**src/rtl/dts_pkg.sv**
```systemverilog
package dts_pkg;
    localparam int REG_W    = 8;
    localparam int FLAG_BIT = 7;

    typedef enum logic [1:0] {
        CFG_IDLE = 2'b00,
        CFG_PEND = 2'b01,
        RUN_IDLE = 2'b10,
        RUN_PEND = 2'b11
    } ch_state_t;
endpackage

```
**src/rtl/dts_edge.sv**
```systemverilog
module dts_edge #(
    parameter int N = 64
) (
    input  logic         clk,
    input  logic         rst_n,
    input  logic [N-1:0] lines_i,
    output logic [N-1:0] rise_o
);
    logic [N-1:0] prev_q;

    always_ff @(posedge clk or negedge rst_n) begin
        if (!rst_n) prev_q <= '0;
        else        prev_q <= lines_i;
    end

    assign rise_o = lines_i & ~prev_q;
endmodule

```
**src/rtl/dts_chan.sv**
```systemverilog
module dts_chan
    import dts_pkg::*;
#(
    parameter int SRC_N = 64,
    parameter int SEL_W = 6
) (
    input  logic             clk,
    input  logic             rst_n,
    input  logic [SRC_N-1:0] rise_i,
    input  logic             en_i,
    input  logic             init_i,
    input  logic             tc_i,
    input  logic             standby_i,
    input  logic             wr_i,
    input  logic             wflag_i,
    input  logic             mflag_i,
    input  logic [SEL_W-1:0] wsel_i,
    input  logic [SEL_W-1:0] msel_i,
    output logic             start_o,
    output logic             flag_o,
    output logic             open_o,
    output logic             hit_o,
    output logic [SEL_W-1:0] sel_o
);
    ch_state_t        state, nxt;
    logic [SEL_W-1:0] sel_q;
    logic             sw_clr;
    logic             launch;

    // request from the selected line, blocked in standby and for source 0
    assign hit_o  = (sel_q != '0) && rise_i[sel_q] && !standby_i;
    assign sw_clr = wr_i && mflag_i && !wflag_i;

    // state register
    always_ff @(posedge clk or negedge rst_n) begin
        if (!rst_n) state <= CFG_IDLE;
        else        state <= nxt;
    end

    // outputs decoded from the state
    always_comb begin
        flag_o = 1'b0;
        open_o = 1'b1;
        unique case (state)
            CFG_IDLE: begin flag_o = 1'b0; open_o = 1'b1; end
            CFG_PEND: begin flag_o = 1'b1; open_o = 1'b1; end
            RUN_IDLE: begin flag_o = 1'b0; open_o = 1'b0; end
            RUN_PEND: begin flag_o = 1'b1; open_o = 1'b0; end
            default:  begin flag_o = 1'b0; open_o = 1'b1; end
        endcase
    end

    assign launch  = flag_o && en_i;
    assign start_o = launch;

    // next state: INIT > LAUNCH > TERMCNT > CLEAR, HIT keeps the flag
    always_comb begin
        nxt = state;
        unique case (state)
            CFG_IDLE: begin
                if (hit_o) nxt = CFG_PEND;
            end
            CFG_PEND: begin
                if (init_i)                nxt = hit_o ? CFG_PEND : CFG_IDLE;
                else if (launch)           nxt = hit_o ? RUN_PEND : RUN_IDLE;
                else if (sw_clr && !hit_o) nxt = CFG_IDLE;
            end
            RUN_IDLE: begin
                if (init_i || tc_i)        nxt = hit_o ? CFG_PEND : CFG_IDLE;
                else if (hit_o)            nxt = RUN_PEND;
            end
            RUN_PEND: begin
                if (init_i)                nxt = hit_o ? CFG_PEND : CFG_IDLE;
                else if (launch)           nxt = hit_o ? RUN_PEND : RUN_IDLE;
                else if (tc_i)             nxt = (sw_clr && !hit_o) ? CFG_IDLE : CFG_PEND;
                else if (sw_clr && !hit_o) nxt = RUN_IDLE;
            end
            default: nxt = CFG_IDLE;
        endcase
    end

    // source field: masked write only inside the configuration window
    always_ff @(posedge clk or negedge rst_n) begin
        if (!rst_n) begin
            sel_q <= '0;
        end else if (wr_i && open_o && !en_i) begin
            sel_q <= (sel_q & ~msel_i) | (wsel_i & msel_i);
        end
    end

    assign sel_o = sel_q;
endmodule

```
**src/rtl/dts_regif.sv**
```systemverilog
module dts_regif
    import dts_pkg::*;
#(
    parameter int CH_N   = 4,
    parameter int ADDR_W = 3
) (
    input  logic [ADDR_W-1:0]     addr_i,
    input  logic                  we_i,
    input  logic [CH_N*REG_W-1:0] rd_flat_i,
    output logic [CH_N-1:0]       wr_sel_o,
    output logic [REG_W-1:0]      rdata_o
);
    localparam int CH_W = ADDR_W - 1;

    logic [CH_W-1:0] ch;
    logic            valid;

    assign ch    = addr_i[ADDR_W-1:1];
    assign valid = !addr_i[0] && (int'(ch) < CH_N);

    always_comb begin
        wr_sel_o = '0;
        rdata_o  = '0;
        if (valid) begin
            wr_sel_o[ch] = we_i;
            rdata_o      = rd_flat_i[int'(ch)*REG_W +: REG_W];
        end
    end
endmodule

```
**src/rtl/dma_trig_sel.sv**
```systemverilog
module dma_trig_sel
    import dts_pkg::*;
#(
    parameter  int CH_N   = 4,
    parameter  int SRC_N  = 64,
    localparam int SEL_W  = $clog2(SRC_N),
    localparam int ADDR_W = $clog2(2 * CH_N)
) (
    input  logic              clk,
    input  logic              rst_n,
    input  logic [SRC_N-1:0]  irq_i,
    input  logic [CH_N-1:0]   ch_en_i,
    input  logic [CH_N-1:0]   ch_init_i,
    input  logic [CH_N-1:0]   ch_tc_i,
    input  logic              standby_i,
    input  logic [ADDR_W-1:0] reg_addr_i,
    input  logic              reg_we_i,
    input  logic [REG_W-1:0]  reg_wdata_i,
    input  logic [REG_W-1:0]  reg_wmask_i,
    output logic [REG_W-1:0]  reg_rdata_o,
    output logic [CH_N-1:0]   start_o
);
    logic [SRC_N-1:0]      rise_w;
    logic [CH_N-1:0]       wr_sel;
    logic [CH_N-1:0]       flag_w;
    logic [CH_N-1:0]       open_w;
    logic [CH_N-1:0]       hit_w;
    logic [CH_N*SEL_W-1:0] sel_w;
    logic [CH_N*REG_W-1:0] rd_flat;
    logic                  unused_bits;

    // bit 6 and any bits above the source field are never stored
    assign unused_bits = ^{reg_wdata_i[REG_W-2:SEL_W], reg_wmask_i[REG_W-2:SEL_W]};

    dts_edge #(.N(SRC_N)) u_edge (
        .clk     (clk),
        .rst_n   (rst_n),
        .lines_i (irq_i),
        .rise_o  (rise_w)
    );

    dts_regif #(.CH_N(CH_N), .ADDR_W(ADDR_W)) u_regif (
        .addr_i    (reg_addr_i),
        .we_i      (reg_we_i),
        .rd_flat_i (rd_flat),
        .wr_sel_o  (wr_sel),
        .rdata_o   (reg_rdata_o)
    );

    for (genvar c = 0; c < CH_N; c++) begin : g_ch
        logic [REG_W-1:0] rbyte;

        dts_chan #(.SRC_N(SRC_N), .SEL_W(SEL_W)) u_chan (
            .clk       (clk),
            .rst_n     (rst_n),
            .rise_i    (rise_w),
            .en_i      (ch_en_i[c]),
            .init_i    (ch_init_i[c]),
            .tc_i      (ch_tc_i[c]),
            .standby_i (standby_i),
            .wr_i      (wr_sel[c]),
            .wflag_i   (reg_wdata_i[FLAG_BIT]),
            .mflag_i   (reg_wmask_i[FLAG_BIT]),
            .wsel_i    (reg_wdata_i[SEL_W-1:0]),
            .msel_i    (reg_wmask_i[SEL_W-1:0]),
            .start_o   (start_o[c]),
            .flag_o    (flag_w[c]),
            .open_o    (open_w[c]),
            .hit_o     (hit_w[c]),
            .sel_o     (sel_w[c*SEL_W +: SEL_W])
        );

        always_comb begin
            rbyte              = '0;
            rbyte[SEL_W-1:0]   = sel_w[c*SEL_W +: SEL_W];
            rbyte[FLAG_BIT]    = flag_w[c];
        end

        assign rd_flat[c*REG_W +: REG_W] = rbyte;
    end
endmodule

```
**config.mk**
```make
export PLATFORM = sky130hd
export DESIGN_NAME = dma_trig_sel
export DESIGN_NICKNAME = d
export VERILOG_FILES = /design/src/rtl/dts_pkg.sv /design/src/rtl/dts_edge.sv /design/src/rtl/dts_chan.sv /design/src/rtl/dts_regif.sv /design/src/rtl/dma_trig_sel.sv
export SDC_FILE = /design/constraint.sdc
export NUM_CORES = 1
export LEC_CHECK = 0
export ABC_AREA = 1
export BUFFER_PORTS_ARGS = -buffer_cell sky130_fd_sc_hd__buf_4
export CAP_MARGIN = 20
export CORE_AREA = 2 2 157 159
export CTS_CLUSTER_DIAMETER = 150
export DETAILED_ROUTE_END_ITERATION = 16
export DIE_AREA = 0 0 159 161
export GPL_TIMING_DRIVEN = 1
export PLACE_DENSITY = 0.47
export RECOVER_POWER = 100
export SLEW_MARGIN = 0
export SYNTH_ARGS = -nofsm -noshare
export SYNTH_HDL_FRONTEND = slang
export SYNTH_SLANG_ARGS = --single-unit
```
**constraint.sdc**
```tcl
create_clock -name clk -period 1.8 [get_ports clk]
set_input_delay 0.27 -clock clk [delete_from_list [all_inputs] [get_ports clk]]
set_output_delay 0.27 -clock clk [all_outputs]
set_load 0.02 [all_outputs]
```
==> impl_metrics.env <==
export IMPL_finalHoldViolations=0
export IMPL_holdWs_ns=0.0109
export IMPL_worst_slack_ns=-0.254
export IMPL_cp_slowest_stage_delay_ns=0.45
export IMPL_mostFrequentLayoutCell="nand2_1"
export IMPL_vias_per_cell=4.94
export IMPL_fin_crit_ns=2.05
export IMPL_dp_cells=1666
export IMPL_numPortBuffers=107
export IMPL_grt_max_degree=57
export IMPL_die_area_mm2=0.0256
export IMPL_root_buffer="clkbuf_16"
export IMPL_design_area_mm2=0.0100
export IMPL_vias=8432
export IMPL_path_clk_slew_ns=0.08
export IMPL_cts_buffer_depth=2
export IMPL_maxCapViolations=0
export IMPL_drc=0
export IMPL_multi_input_area_mm2=0.00418
export IMPL_h_tree_depth=3
export IMPL_synth_top_area_share_pct=34.2
export IMPL_crit_arrival_ns=2.33
export IMPL_dp_slack_ns=-0.439
export IMPL_synth_area_mux_share_pct=0
export IMPL_yosys_warnings=0
export IMPL_grt_pass1_vias=7987
export IMPL_fmax_ghz=0.487
export IMPL_wirelength_mm=30.4
export IMPL_initial_core_util_pct=29.3
export IMPL_reg2reg_to="g_ch[1].u_chan.state[0]"
export IMPL_netlist_instances=1165
export IMPL_grt_overflow=0
export IMPL_synth_async_reset_ratio_pct=100
export IMPL_rsz0062_at_grt="yes"
export IMPL_cts_tree="done"
export IMPL_critPathLaunchType="flip-flop"
export IMPL_drv_slew=0
export IMPL_drive_gt1_share_pct=27.7
export IMPL_path_class="flip-flop to flip-flop"
export IMPL_ios=111
export IMPL_ys_types=29
export IMPL_clk_latency_ns=0.37
export IMPL_p_leak_nw=5.17
export IMPL_nFillCells=2629
export IMPL_setup_violations=7
export IMPL_crit_path_frequent_cell="nand2_1"
export IMPL_final_cell_mix="nand2_1, inv_1, nand3_1, buf_4, nor2_1"
export IMPL_ff2ff_path_depth=18
export IMPL_antenna_left=0
export IMPL_violations="negative setup slack"
export IMPL_synthSimpleGateAreaFrac_pct=44.2
export IMPL_fin_skew_ns=0.0130
export IMPL_hold_depth=1
export IMPL_finalPower_mw=12.3
export IMPL_die_h_um=161
export IMPL_min_path_type="input pin to flip-flop"
export IMPL_synth_edf_count=0
export IMPL_cts_buffers=9
export IMPL_synth_area_top_cells="dfrtp_1, nand2_1, nand3_1, inv_1, nor2_1"
export IMPL_synth_fa_ha_area_share_pct=0
export IMPL_synth_fp_nets=1264
export IMPL_syn_cell_area_mm2=0.00703
export IMPL_cp_required_ns=2.07
export IMPL_layout_worst_path_cycle_share_pct=114
export IMPL_ys_ff_latch=96
export IMPL_dr_pass1_iters=5
export IMPL_synth_flop_cell="dfrtp_1"
export IMPL_die_w_um=159
export IMPL_min_delay_start="irq_i[36]"
export IMPL_worst_path_max_delay_cell="dfrtp_2"
export IMPL_cts_sinks=96
export IMPL_synth_xor_area_share_pct=0
export IMPL_yosys_area_top_type="dfrtp_1"
export IMPL_r2r_slack_ns=-0.25
export IMPL_yosysSeqAreaShare_pct=34.2
export IMPL_diodes=0
export IMPL_nets=1478
export IMPL_critPathTopFamily="simple AND/OR/NAND/NOR gates"
export IMPL_seq_area_mm2=0.00241
export IMPL_grt_pass1_wl_mm=46.2
export IMPL_synth_compound_area_share_pct=8.94
export IMPL_synthToLayoutAreaGrowth_pct=42.6
export IMPL_instances_no_fill=1708
export IMPL_crit_path_max_fanout=7
export IMPL_path_cells="buf_6, nor2_4, buf_6, nand2_2, nand2_2, nor2_2, nand2_1, nand2_1, nor2_2, nor2_2, nor2_1, nor2_4, nand2_2, nand2_2, nand2_1, nand2_1, nand2_1, nand2_1"
export IMPL_drt_iter0_drc=722
export IMPL_outcome="finished, violations left"
export IMPL_gp_congestion=0.965
export IMPL_core_mm2=0.0240
export IMPL_track_usage_pct=23.8
export IMPL_worstMarginPinSlew_ns=0.570
export IMPL_whs_endpoint="u_edge.prev_q[36]"
export IMPL_wl_per_cell_um=17.8
export IMPL_antenna_found_initial=0
export IMPL_synth_top_family_by_area="simple AND/OR/NAND/NOR gates"
export IMPL_relSlewSlack_pct=61.9
export IMPL_num_rows=57
export IMPL_avgSynthCellArea_um2=6.03
export IMPL_setup_worst_path_end_class="flip-flop"
export IMPL_powerDensity_mw_per_mm2=1220
export IMPL_place_area_mm2=0.00899
export IMPL_crit_buf_inv=2
export IMPL_ir_worst_vdd_mv=0.539
export IMPL_dpl_hpwl_mm=23.9
-- how the worst max path moves through the flow --
| stage | depth (start not counted) | to | slack, ns |
|---|---|---|---|
| 2_1_floorplan | 16 | g_ch[2].u_chan.state[0] | 0.05 |
| 3_3_place_gp | 17 | g_ch[1].u_chan.state[0] | -0.44 |
| 3_5_place_dp | 18 | g_ch[1].u_chan.state[0] | -0.44 |
| 4_1_cts | 18 | g_ch[1].u_chan.state[0] | -0.26 |
| 5_1_grt | 18 | g_ch[1].u_chan.state[0] | -0.39 |
| 6_report | 18 | g_ch[1].u_chan.state[0] | -0.25 |
-- timing repair --
action | CTS | global route
cloned | 0 | 1
setup buffers | 8 | 18
pin swaps | 28 | 65
gates resized for setup | 78 | 102
endpoints found under the hold margin | 40 | 0
hold buffers | 1 | 0
setup endpoints to repair | 8 | 11
-- area by class of cell --
| class | instances | area share (%) |
|---|---|---|
| repair buffers | 246 | 20.4 |
| clock buffers | 10 | 2.39 |
| inverters | 170 | 6.61 |
| flip-flops and latches | 96 | 24.1 |
| multi-input cells | 856 | 41.7 |
| clock inverters | 6 | 0.749 |
| well taps | 324 | 4.05 |
-- power breakdown --
part	internal [mW]	switching (mW)	total, mW
clock network	1.14	0.993	2.13
registers	2.46	0.403	2.86
logic	2.96	4.32	7.28
-- cell families after synthesis --
family                 after synthesis
AND/OR/NAND/NOR                    745
buffers and inverters              213
AO/OA/AOI/OAI                      110
flip-flops                          96
other                                1
-- synth_stat cells, types with 2 or more instances --
cell      instances
nand3_1         179
a21oi_1          54
nand2_1         418
buf_2            19
inv_2             4
nor2_2            5
nor4_1            3
dfrtp_1          96
o41ai_1           2
o21ai_0          17
clkbuf_1          8
a31oi_1          19
buf_4            14
nor2b_1           2
nor2_4            5
a21boi_0          2
a21boi_1          3
nor2_1          123
o22ai_1           5
inv_1           166
nor3_1            5
a221oi_1          5
nand3b_1          5
-- per-layer routing --
metal  routed length [um]  vias up  global-route usage [%]  part of all wire (%)
li1                     -     4095                       -                     -
met1                13300     3946                    30.7                    44
met2                13800      321                    38.6                    45
met3                 2070       70                    5.47                   6.8
met4                 1240        0                    9.83                   4.1
met5                    0        -                       0                     0
-- stage by stage --
stage,setup TNS [ns],utilization [%]
CTS,-0.849,40.2
detailed placement,-1.11,37.5
finish,-0.801,41.8
floorplan,0,-
global placement,-1.08,37.5
global route,-1.59,41.8
Note: power is estimated with default switching activity, not from simulation.
